### src/rtl/rxq_pkg.sv
package rxq_pkg;
   localparam int unsigned LANES  = 4;
   localparam int unsigned BYTE_W = 8;
   localparam int unsigned WORD_W = LANES * BYTE_W;
   localparam int unsigned POP_W  = $clog2(LANES + 1);
   typedef logic [BYTE_W-1:0] byte_t;
endpackage

### src/rtl/rxq_store.sv
module rxq_store
   import rxq_pkg::*;
#(
   parameter int unsigned DEPTH = 16,
   localparam int unsigned AW = $clog2(DEPTH),
   localparam int unsigned CW = $clog2(DEPTH + 1)
) (
   input  logic                clk,
   input  logic                rst_n,
   input  logic                wr_req,
   input  byte_t               wr_byte,
   input  logic [POP_W-1:0]    pop_n,
   input  logic                ovr_clr,
   output logic [CW-1:0]       level,
   output logic [CW-1:0]       level_nxt,
   output logic [WORD_W-1:0]   peek,
   output logic                ovr
);
   byte_t            mem [DEPTH];
   logic [AW-1:0]    wr_ptr, rd_ptr;
   logic [CW-1:0]    after_pop;
   logic             accept;

   assign after_pop = level - CW'(pop_n);
   assign accept    = wr_req && (after_pop < CW'(DEPTH));
   assign level_nxt = after_pop + CW'(accept);

   for (genvar i = 0; i < LANES; i++) begin : g_peek
      assign peek[i*BYTE_W +: BYTE_W] = mem[rd_ptr + AW'(i)];
   end

   always_ff @(posedge clk) begin
      if (accept) mem[wr_ptr] <= wr_byte;
   end

   always_ff @(posedge clk or negedge rst_n) begin
      if (!rst_n) begin
         wr_ptr <= '0;
         rd_ptr <= '0;
         level  <= '0;
         ovr    <= 1'b0;
      end else begin
         if (accept) wr_ptr <= wr_ptr + 1'b1;
         rd_ptr <= rd_ptr + AW'(pop_n);
         level  <= level_nxt;
         if (wr_req && !accept) ovr <= 1'b1;
         else if (ovr_clr)      ovr <= 1'b0;
      end
   end

   AST_NO_OVERFLOW: assert property (@(posedge clk) disable iff (!rst_n)
      (level == CW'(DEPTH) && pop_n == '0 && wr_req) |=> (level == CW'(DEPTH) && ovr));
   AST_LEVEL_BOUND: assert property (@(posedge clk) disable iff (!rst_n)
      level <= CW'(DEPTH));
   AST_OVR_STICKY: assert property (@(posedge clk) disable iff (!rst_n)
      (ovr && !ovr_clr) |=> ovr);
endmodule

### src/rtl/rxq_rd_pack.sv
module rxq_rd_pack
   import rxq_pkg::*;
#(
   parameter int unsigned CW = 5
) (
   input  logic                clk,
   input  logic                rst_n,
   input  logic                rd_en,
   input  logic                rd_word,
   input  logic                single_mode,
   input  logic [CW-1:0]       level,
   input  logic [WORD_W-1:0]   peek,
   output logic [WORD_W-1:0]   rd_data,
   output logic [POP_W-1:0]    pop_n
);
   logic [POP_W-1:0] want;

   always_comb begin
      if (!rd_en)                      want = '0;
      else if (rd_word && !single_mode) want = POP_W'(LANES);
      else                             want = POP_W'(1);
      pop_n = (CW'(want) > level) ? POP_W'(level) : want;
   end

   for (genvar i = 0; i < LANES; i++) begin : g_lane
      assign rd_data[i*BYTE_W +: BYTE_W] =
         (POP_W'(i) < pop_n) ? peek[i*BYTE_W +: BYTE_W] : '0;
   end

   AST_POP_LIMIT: assert property (@(posedge clk) disable iff (!rst_n)
      CW'(pop_n) <= level);
   AST_EMPTY_ZERO: assert property (@(posedge clk) disable iff (!rst_n)
      (level == '0) |-> (rd_data == '0));
   AST_SINGLE_ONE: assert property (@(posedge clk) disable iff (!rst_n)
      (rd_en && single_mode && level != '0) |-> (rd_data[WORD_W-1:BYTE_W] == '0));
endmodule

### src/rtl/rxq_rts_ctl.sv
module rxq_rts_ctl #(
   parameter int unsigned CW = 5
) (
   input  logic          clk,
   input  logic          rst_n,
   input  logic          fc_en,
   input  logic          sw_rts,
   input  logic [CW-1:0] lo,
   input  logic [CW-1:0] hi,
   input  logic [CW-1:0] level,
   input  logic [CW-1:0] level_nxt,
   output logic          rts
);
   logic rise, fall;

   assign rise = (level < hi) && (level_nxt >= hi);
   assign fall = (level > lo) && (level_nxt <= lo);

   always_ff @(posedge clk or negedge rst_n) begin
      if (!rst_n)      rts <= 1'b0;
      else if (!fc_en) rts <= sw_rts;
      else if (rise)   rts <= 1'b1;
      else if (fall)   rts <= 1'b0;
   end

   AST_RTS_FALL: assert property (@(posedge clk) disable iff (!rst_n)
      (fc_en && lo <= hi && level > lo && level_nxt <= lo) |=> !rts);
   AST_RTS_RISE: assert property (@(posedge clk) disable iff (!rst_n)
      (fc_en && lo <= hi && level < hi && level_nxt >= hi) |=> rts);
   AST_RTS_HOLD: assert property (@(posedge clk) disable iff (!rst_n)
      (fc_en && level > lo && level < hi && level_nxt > lo && level_nxt < hi) |=> $stable(rts));
   AST_RTS_SW: assert property (@(posedge clk) disable iff (!rst_n)
      !fc_en |=> (rts == $past(sw_rts)));
endmodule

### src/rtl/rxq_rts_fifo.sv
module rxq_rts_fifo
   import rxq_pkg::*;
#(
   parameter int unsigned DEPTH = 16,
   localparam int unsigned CW = $clog2(DEPTH + 1)
) (
   input  logic              clk,
   input  logic              rst_n,
   input  logic [7:0]        rx_byte,
   input  logic              rx_valid,
   input  logic              rd_en,
   input  logic              rd_word,
   input  logic              single_mode,
   input  logic              fc_auto,
   input  logic              sw_rts,
   input  logic [CW-1:0]     thr_lo,
   input  logic [CW-1:0]     thr_hi,
   input  logic              ovr_clr,
   output logic [31:0]       rd_data,
   output logic [CW-1:0]     level,
   output logic              rx_ready,
   output logic              rts,
   output logic              overrun
);
   if (DEPTH < LANES) begin : g_bad_depth
      $error("rxq_rts_fifo: DEPTH must be at least the lane count");
   end
   if ((DEPTH & (DEPTH - 1)) != 0) begin : g_bad_pow2
      $error("rxq_rts_fifo: DEPTH must be a power of two");
   end

   logic [CW-1:0]     level_nxt;
   logic [WORD_W-1:0] peek;
   logic [POP_W-1:0]  pop_n;

   rxq_store #(.DEPTH(DEPTH)) u_store (
      .clk       (clk),
      .rst_n     (rst_n),
      .wr_req    (rx_valid),
      .wr_byte   (rx_byte),
      .pop_n     (pop_n),
      .ovr_clr   (ovr_clr),
      .level     (level),
      .level_nxt (level_nxt),
      .peek      (peek),
      .ovr       (overrun)
   );

   rxq_rd_pack #(.CW(CW)) u_pack (
      .clk         (clk),
      .rst_n       (rst_n),
      .rd_en       (rd_en),
      .rd_word     (rd_word),
      .single_mode (single_mode),
      .level       (level),
      .peek        (peek),
      .rd_data     (rd_data),
      .pop_n       (pop_n)
   );

   rxq_rts_ctl #(.CW(CW)) u_rts (
      .clk       (clk),
      .rst_n     (rst_n),
      .fc_en     (fc_auto),
      .sw_rts    (sw_rts),
      .lo        (thr_lo),
      .hi        (thr_hi),
      .level     (level),
      .level_nxt (level_nxt),
      .rts       (rts)
   );

   assign rx_ready = (level != '0);

   AST_READY_MATCH: assert property (@(posedge clk) disable iff (!rst_n)
      (level != '0) |=> (rx_ready || $past(pop_n) != '0));
endmodule

### config.mk
export PLATFORM = sky130hd
export DESIGN_NAME = rxq_rts_fifo
export DESIGN_NICKNAME = d
export VERILOG_FILES = /design/src/rtl/rxq_pkg.sv /design/src/rtl/rxq_store.sv /design/src/rtl/rxq_rd_pack.sv /design/src/rtl/rxq_rts_ctl.sv /design/src/rtl/rxq_rts_fifo.sv
export SDC_FILE = /design/constraint.sdc
export NUM_CORES = 1
export LEC_CHECK = 0
export BUFFER_PORTS_ARGS = -buffer_cell sky130_fd_sc_hd__buf_2
export CORE_MARGIN = 2
export CORE_UTILIZATION = 45
export CTS_CLUSTER_DIAMETER = 200
export CTS_CLUSTER_SIZE = 10
export DETAILED_ROUTE_END_ITERATION = 6
export PLACE_DENSITY_LB_ADDON = 0.08
export SLEW_MARGIN = 20
export SYNTH_ARGS = -nofsm -noshare
export SYNTH_HDL_FRONTEND = slang
export SYNTH_HIERARCHICAL = 1
export SYNTH_SLANG_ARGS = --single-unit
### constraint.sdc
create_clock -name clk -period 15.2 [get_ports clk]
set_clock_uncertainty 0.05 [all_clocks]
set_input_delay 3.04 -clock clk [delete_from_list [all_inputs] [get_ports clk]]
set_output_delay 3.04 -clock clk [all_outputs]
set_load 0.005 [all_outputs]
**Word-level counts from Yosys, hierarchy flattened**

Memory sizes are Yosys's and may differ from the RTL's.
Cells that the tools add are included.

- Bits in registers: 15
- Bits in writable memories: 128
- Input bits: 27
- Output and inout bits: 40
- Logic and storage cells: 47
- Memories: 1

- Add/subtract/negate cells: 7
- Order comparisons: 10
- Equal/unequal tests: 1
- Multiplexer cells: 14
- Reductions and logical operators: 9

Memories:

| name | depth | width | read ports | clocked after Yosys merged registers in | write ports | RTL line | text |
|---|---|---|---|---|---|---|---|
| u_store.mem | 16 | 8 | 4 | 0 | 1 | rxq_store.sv:19 | `byte_t mem [DEPTH];` |

Operator list:

| operator | count |
|---|---|
| 8-bit two-way mux | 4 |
| 3-bit two-way mux | 3 |
| 4-bit by 1-bit adder with 4-bit output, second input constant | 2 |
| 4-bit by 2-bit adder with 4-bit output, second input constant | 2 |
| 1-bit two-way mux | 7 |
| 1-bit by 3-bit less-than comparator with 1-bit output, first input constant | 2 |
| 2-bit by 3-bit less-than comparator with 1-bit output, first input constant | 2 |
| 5-bit by 1-bit adder with 5-bit output | 1 |
| 5-bit greater-or-equal comparator | 1 |
| 3-bit by 5-bit greater-than comparator with 1-bit output | 1 |
| 5-bit greater-than comparator | 1 |
| 5-bit less-or-equal comparator | 1 |
| 1-bit logical AND | 5 |
| 5-bit less-than comparator | 1 |
| 5-bit less-than comparator, second input constant | 1 |
| 5-bit nonzero test | 1 |
| 5-bit by 3-bit subtractor with 5-bit output | 1 |
| 4-bit by 3-bit adder with 4-bit output | 1 |
| 3-bit by 1-bit inequality test with 1-bit output, second input constant | 1 |
| 1-bit logical NOT | 2 |
| 2-bit nonzero test | 1 |

**Depth between registers and ports, before layout**

Gate-level depths: netlist of the first run.

- Word-level depth: 15
- Mapped depth: 29
- Depth with buffers taken out: 24

**Cells and area by module**

Netlist of the first run, hierarchy kept.

Modules (own cells, without submodules):

| module | instances | cells each | area an instance (sq um) | seq. area each (sq um) |
|---|---|---|---|---|
| rxq_store | 1 | 553 | 8851.0 | 4194.0 |
| rxq_rd_pack | 1 | 125 | 787.0 | 0.0 |
| rxq_rts_ctl | 1 | 58 | 476.7 | 25.0 |
| rxq_rts_fifo | 1 | 3 | 12.5 | 0.0 |

**Least setup slack after synthesis of the first run**

Ideal clock, no wire load.

- Kind: input-to-reg
- From: in rd_en
- To: reg u_rts.rts
- Data arrival time: 7938 ps
- Setup slack: 7086 ps
- Stages: 28
- Cell sequence: buf_4 -> and3b_1 -> buf_4 -> buf_4 -> ha_1 -> nor3b_2 -> o211ai_1 -> buf_6 -> buf_8 -> mux2i_1 -> ha_1 -> inv_1 -> fa_1 -> a211oi_1 -> xnor2_1 -> and2_1 -> buf_2 -> ha_1 -> ha_1 -> and3_1 -> mux2i_1 -> xor2_1 -> ha_1 -> nand4_1 -> nor2_1 -> nor2_1 -> a21oi_1 -> o32a_1

- Word-level cells in the longest chain between the ends: 11

Ends and longest elaborated chain:

| item | RTL line | text |
|---|---|---|
| from (decl) | rxq_rts_fifo.sv:11 | `input logic rd_en,` |
| 3-bit two-way mux (*) | rxq_rd_pack.sv:19 | `if (!rd_en) want = '0;` |
| 3-bit by 5-bit greater-than comparator with 1-bit output | rxq_rd_pack.sv:22 | `pop_n = (CW'(want) > level) ? POP_W'(level) : want;` |
| 3-bit two-way mux (*) | rxq_rd_pack.sv:22 |  |
| named net pop_n[0] | rxq_rts_fifo.sv:34 | `logic [POP_W-1:0] pop_n;` |
| 5-bit by 3-bit subtractor with 5-bit output (*) | rxq_store.sv:24 | `assign after_pop = level - CW'(pop_n);` |
| 5-bit less-than comparator (*) | rxq_store.sv:25 | `assign accept = wr_req && (after_pop < CW'(DEPTH));` |
| 1-bit logical AND (*) | rxq_store.sv:25 |  |
| named net u_store.accept | rxq_store.sv:22 | `logic accept;` |
| 5-bit by 1-bit adder with 5-bit output (*) | rxq_store.sv:26 | `assign level_nxt = after_pop + CW'(accept);` |
| named net level_nxt[4] | rxq_rts_fifo.sv:32 | `logic [CW-1:0] level_nxt;` |
| 5-bit greater-or-equal comparator | rxq_rts_ctl.sv:16 | `assign rise = (level < hi) && (level_nxt >= hi);` |
| 1-bit logical AND | rxq_rts_ctl.sv:16 |  |
| 1-bit two-way mux | rxq_rts_ctl.sv:22 | `else if (rise) rts <= 1'b1;` |
| 1-bit two-way mux | rxq_rts_ctl.sv:21 | `else if (!fc_en) rts <= sw_rts;` |
| to (signal assigned) | rxq_rts_ctl.sv:21 |  |
| to (decl) | rxq_rts_ctl.sv:12 | `output logic rts` |

The timed path passes the listed nets; every way through them passes the cells marked *.
A chain may end at the register's enable or synchronous reset.

**Worst setup path after layout of the first run**

- From: in rd_en
- To: reg u_rts.rts

- Word-level cells in the longest chain between the ends: 11

Ends and longest elaborated chain:

| item | RTL line |
|---|---|
| 3-bit two-way mux (*) | rxq_rd_pack.sv:19 |
| 3-bit by 5-bit greater-than comparator with 1-bit output | rxq_rd_pack.sv:22 |
| 3-bit two-way mux (*) | rxq_rd_pack.sv:22 |
| named net pop_n[0] | rxq_rts_fifo.sv:34 |
| 5-bit by 3-bit subtractor with 5-bit output (*) | rxq_store.sv:24 |
| 5-bit less-than comparator | rxq_store.sv:25 |
| 1-bit logical AND | rxq_store.sv:25 |
| 5-bit by 1-bit adder with 5-bit output (*) | rxq_store.sv:26 |
| named net level_nxt[4] | rxq_rts_fifo.sv:32 |
| 5-bit greater-or-equal comparator | rxq_rts_ctl.sv:16 |
| 1-bit logical AND | rxq_rts_ctl.sv:16 |
| 1-bit two-way mux | rxq_rts_ctl.sv:22 |
| 1-bit two-way mux | rxq_rts_ctl.sv:21 |

Marks and branches as above.

==> results of run 1 <==
metrics by stage:
stage	util (%)	cells	area (um^2)	total power, W
2_1_floorplan	-	739	10100	0.00185
3_3_place_gp	48.1	1039	10600	0.00231
3_5_place_dp	48.1	1039	10600	0.00234
4_1_cts	51.1	1071	11200	0.00281
5_1_grt	51.1	1071	11200	0.00299
6_report	51.1	1071	11200	0.00283
power by group:
| part | switching [W] | total [W] | internal [W] |
|---|---|---|---|
| clock | 0.000169 | 0.000464 | 0.000295 |
| combinational | 0.00100 | 0.00176 | 0.000754 |
| sequential | 0.000124 | 0.000604 | 0.000480 |
| total | 0.00130 | 0.00283 | 0.00153 |
Yosys cell counts, drive strengths merged, types with 3 or more instances:
cell type,n,area share (%)
nand2,115,4.3
xnor2,10,1.1
nand2b,4,0.25
o211ai,3,0.27
edfxtp,128,38
a22oi,38,2.8
buf,48,3.3
clkbuf,6,0.22
nand3b,3,0.26
and2,5,0.31
xor2,6,0.59
nor2b,10,0.62
nand3,3,0.15
mux2i,59,5.8
nor2,26,0.96
a21oi,9,0.48
o21ai,13,0.64
mux4,118,26
dfrtp,15,3.7
inv,28,1.0
a21o,4,0.31
nor3,5,0.25
nand4,3,0.19
ha,37,4.6
a31oi,11,0.68
a211oi,3,0.22
o22ai,8,0.49
layer usage:
metal	wire length, um	up-vias	global-route usage (%)
li1	-	3021	-
met1	11800	3611	35.0
met2	13600	382	39.5
met3	2720	47	5.27
met4	632	0	7.39
met5	0	-	0
logic make-up (layout without fill, tap and decap cells):
group	count (synthesis)	after routing	share of synthesized area, %
compound gates	98	98	6.77
flops	143	143	41.7
simple gates	182	182	7.88
fa+ha+maj	39	39	4.97
xor+xnor	16	16	1.72
mux	179	179	32.5
buf+inv	82	134	4.52
layout make-up:
| type | count | share of cell area [%] |
|---|---|---|
| multi-input combinational | 514 | 49.0 |
| sequential | 143 | 37.6 |
| clock buffer | 18 | 3.82 |
| timing repair buffer | 74 | 3.48 |
| tap | 280 | 3.12 |
| clock inverter | 14 | 2.03 |
| inverter | 28 | 0.936 |
how the worst max path moves through the flow:
stage | to | cells past startpoint
2_1_floorplan | u_rts/rts | 28
3_3_place_gp | u_rts/rts | 24
3_5_place_dp | u_rts/rts | 25
4_1_cts | u_rts/rts | 25
5_1_grt | u_rts/rts | 25
6_report | u_rts/rts | 25
worst max-delay path, delay by kind of cell:
family | cells | cell delay (ns)
buf+inv | 3 | 0.64
xor+xnor | 2 | 0.49
compound gates | 4 | 0.85
simple gates | 8 | 1.81
fa+ha+maj | 6 | 1.73
mux | 2 | 0.43
registers in the layout (all words and copies together), names as in the netlist:
register        cells
u_store/level       5
u_store/mem       128
u_store/ovr         1
u_store/wr_ptr      4
u_rts/rts           1
u_store/rd_ptr      4
==> metrics, run 1 <==
status completed; IO Count between 60 and 70; crit path capture type flip-flop; Lkg Pwr 4.28 nW; port buffer count 66; Synth Flop Type edfxtp_1; Congestion Overflow GR 0; Async SR Flop Fraction 10.5%; clock sink count 143; CORE AREA around 22000 um^2; Syn Nets 805; setup violators final 0; CP startpoint rd_en; die width 154 um; hold path endpoint u_store/ovr; worst slew pin tran 1.17 ns; DRT iter0 DRCs 735; Critical Path Source Type primary input; antenna violations before repair 0; # fillers 1829; routability congestion estimate 0.887; VDD IR max 0.120 mV; cells after synthesis 739; DRT antenna net count 0; Ant. Diodes 0; Max Cap Viol 0; die height roughly 150 um; final worst slack between 6 and 7 ns; post-CTS resize count 0; vias in the first global route 6757; worst-path fanout max 26; WL final 28800 um; effective utilization at floorplan 46.1%; Post-DP HPWL 20500 um; CP max-delay cell and3b_1; latest clock arrival within the worst-skew pair between 0.4 and 0.5 ns; Max Transition Viols Final 0; Clock Pin Slew Worst Setup and Hold Paths 0.06 ns; Max Freq between 100 and 150 MHz; Final Cycle Share 57.5%; Hold Crit Start u_store/ovr; final net count 844; clk buf depth 2; post-synthesis register bit count around 140; vias per inst 6.59; RSZ-0062 raised after global routing false; Syn Area/Cell about 14 um^2; worst min path class flip-flop to flip-flop; largest net degree at the start of global routing 67; hold_buf cts 0; multi-input logic area approximately 5500 um^2; most frequent cells in the layout edfxtp_1, nand2_1, mux4_2; Hold Crit Depth 2; die area 23700 um^2; vias post-DR 7061; Crit path arrival time 9.00 ns; Tmin final 8.73 ns; register area share after synthesis a little over two fifths; Required @ worst endpoint 15.47 ns; GRT Util Overall 25.0%; Area growth, synth to finish 10.9%; library cells used by synthesis 60; first-pass GRT wire length around 43000 um; Post-synth EDFFs approximately 130; post-CTS setup buffers 0; CTS Buf Count 17; Register Area around 4200 um^2; WS Path Type primary input to flip-flop; WHS 0.501 ns; Setup Total Neg Slack 0 ns; CTS tree done; Synth Cell Area 10100 um^2; layout cells sized above 1 30.5%; root buffer cell clkbuf_16; # DRC 0; pwr dens ~250 nW/um^2; reg2reg path depth 24; most common cell after layout, fill and taps aside edfxtp_1; Crit path largest cell delay 0.76 ns; Rows between 50 and 60; Synth Warn # 6; H-tree levels 4; Final Hold Fails 0; Rel. slew slack a little over a fifth; Crit path top cell by count ha_1; FF-to-FF setup slack 9.21 ns; worst r2r src u_store/level[2]; pre-CTS worst setup slack ~6.1 ns; DRT Pass-1 Iters 5; detailed-route wire length per cell 26.9 um; worst flop-to-flop path endpoint u_rts/rts
Power figures use the tool's default switching activity.
==> run 2: changes to the inputs <==
==> constraint.sdc (replaced) <==
create_clock -name clk -period 7.27 [get_ports clk]
set_clock_uncertainty 0.05 [all_clocks]
set_input_delay 1.454 -clock clk [delete_from_list [all_inputs] [get_ports clk]]
set_output_delay 1.454 -clock clk [all_outputs]
set_load 0.005 [all_outputs]
==> run 2 against run 1 <==
Compared with the run above:
- non-clock buffer count increased by 16
- core utilization increased by 0.15 points
- die area unchanged
- sequential cell count unchanged
- critical path depth decreased by 2
- sequential share of layout area decreased by 0.11 points
- sequential power increased by 99%
- clock power increased by 92%
- power increased by 110%
- register-to-register slack got worse by 7.5 ns
==> metrics, run 2 (synthesized netlist as in run 1, its figures left out) <==
status completed; WL final between 20000 and 30000 um; routability congestion estimate about 0.86; port buffer count 66; latest clock arrival within the worst-skew pair 0.43 ns; Largest Register u_store/mem; IO Count 67; VDD IR max 0.252 mV; # DRC 0; Rows 54; H-tree levels 4; WS Path Type primary input to flip-flop; vias post-DR 6980; Required @ worst endpoint roughly 7.5 ns; vias per inst between 6 and 7; max reg flops about 130; Final Cycle Share 83.8%; DRT Pass-1 Iters 5; FF-to-FF setup slack about 1.8 ns; most common cell after layout, fill and taps aside edfxtp_1; P_int 0.00311 W; root buffer cell clkbuf_16; Max Transition Viols Final 0; met2 wire len roughly 13000 um; vias in the first global route a little under 7000; Setup Total Neg Slack 0 ns; Register Area 4230 um^2; worst-path fanout max 10; detailed-route wire length per cell 26.3 um; Max Cap Viol 0; CP Capture Point u_rts/rts; pwr dens 516 nW/um^2; Crit path arrival time 6.36 ns; CP startpoint rd_en; die height 154 um; CORE AREA 22000 um^2; Congestion Overflow GR 0; setup violators final 0; final worst slack ~1.2 ns; Critical Path Source Type primary input; hold_buf cts 0; GRT Util Overall 24.8%; worst min path class flip-flop to flip-flop; RSZ-0062 raised after global routing false; biggest regs u_store/mem x128, u_store/level x5; DRT antenna net count 0; final net count 860; largest net degree at the start of global routing a little under 60; Sw Share between 40% and 50%; Ant. Diodes 0; clock sink count roughly 140; Comb power frac 64.0%; Rel. slew slack 21.7%; DRT iter0 DRCs 776; highest routed metal layer met4; # fillers 1870; clk buf depth 2; post-CTS setup buffers 0; Lkg Pwr 4.34 nW; sequential power share 20.6%; clock power share 15.3%; post-CTS resize count 0; worst slew pin tran 1.17 ns; first-pass GRT wire length 43300 um; layout cells sized above 1 31.2%; worst flop-to-flop path endpoint u_rts/rts; die area around 24000 um^2; CTS Buf Count 17; pre-CTS worst setup slack 0.729 ns; Final Hold Fails 0; CTS tree done; most frequent cells in the layout edfxtp_1, nand2_1, mux4_2; crit path capture type flip-flop; Area growth, synth to finish 11.2%; effective utilization at floorplan 46.1%; Post-DP HPWL 20600 um; M1 WL 11800 um; worst r2r src u_store/level[2]; P_sw 0.00270 W; antenna violations before repair 0; multi-input logic area between 5000 and 6000 um^2; Max Freq 164 MHz; die width 154 um; Met3 Routed Length around 2700 um; Clock Pin Slew Worst Setup and Hold Paths 0.06 ns; reg2reg path depth 22; Tmin final 6.09 ns
-- run 2: worst min-delay path by stage --
stage | start | to | slack [ns] | cells past startpoint
4_1_cts | u_store/ovr | u_store/ovr | 0.49 | 2
5_1_grt | u_store/ovr | u_store/ovr | 0.50 | 2
3_5_place_dp | u_store/ovr | u_store/ovr | 0.48 | 2
6_report | u_store/ovr | u_store/ovr | 0.50 | 2
2_1_floorplan | u_store/rd_ptr[0] | u_store/rd_ptr[0] | 0.44 | 1
3_3_place_gp | u_store/ovr | u_store/ovr | 0.48 | 2
-- run 2: layout make-up --
cell class / instances / share of cell area (%)
clock buffer: 17 / 3.78
multi-input combinational: 514 / 48.6
sequential: 143 / 37.5
timing repair buffer: 90 / 4.53
tap: 280 / 3.11
clock inverter: 15 / 1.53
inverter: 28 / 0.933
-- run 2: metrics by stage --
stage	area, um^2	cells	power, W	hold WS [ns]	util [%]
after floorplan	10100	739	0.00387	0.439	-
after global placement	10700	1055	0.00483	0.477	48.6
after detailed placement	10700	1055	0.00490	0.477	48.6
after CTS	11300	1087	0.00580	0.487	51.3
after global routing	11300	1087	0.00619	0.497	51.3
final	11300	1087	0.00581	0.498	51.3
-- run 2: layer usage --
metal,track usage [%],up-vias
li1,-,3059
met4,6.45,0
met2,39.5,371
met3,6.48,38
met1,34.3,3512
met5,0,-
-- run 2: power groups by stage --
stage	Sequential, W	Combinational [W]	Clock, W
floorplan	0.00109	0.00278	0
global placement	0.00121	0.00362	0
detailed placement	0.00122	0.00368	0
CTS	0.00120	0.00369	0.000908
global route	0.00123	0.00402	0.000942
finish	0.00120	0.00372	0.000890
-- run 2: worst max-delay path: stages --
cell      delay (ns)
buf_2           0.16
and3b_1         0.23
ha_1            0.30
nor3b_2         0.17
o211ai_1        0.30
mux2i_1         0.29
ha_1            0.18
inv_1           0.05
fa_1            0.39
a211oi_1        0.26
xnor2_1         0.20
and2_1          0.45
ha_1            0.25
ha_1            0.20
and3_1          0.17
mux2i_1         0.08
xor2_1          0.26
ha_1            0.29
nand4_1         0.11
nor2_1          0.05
nor2_1          0.09
a21oi_1         0.07
o32a_1          0.32
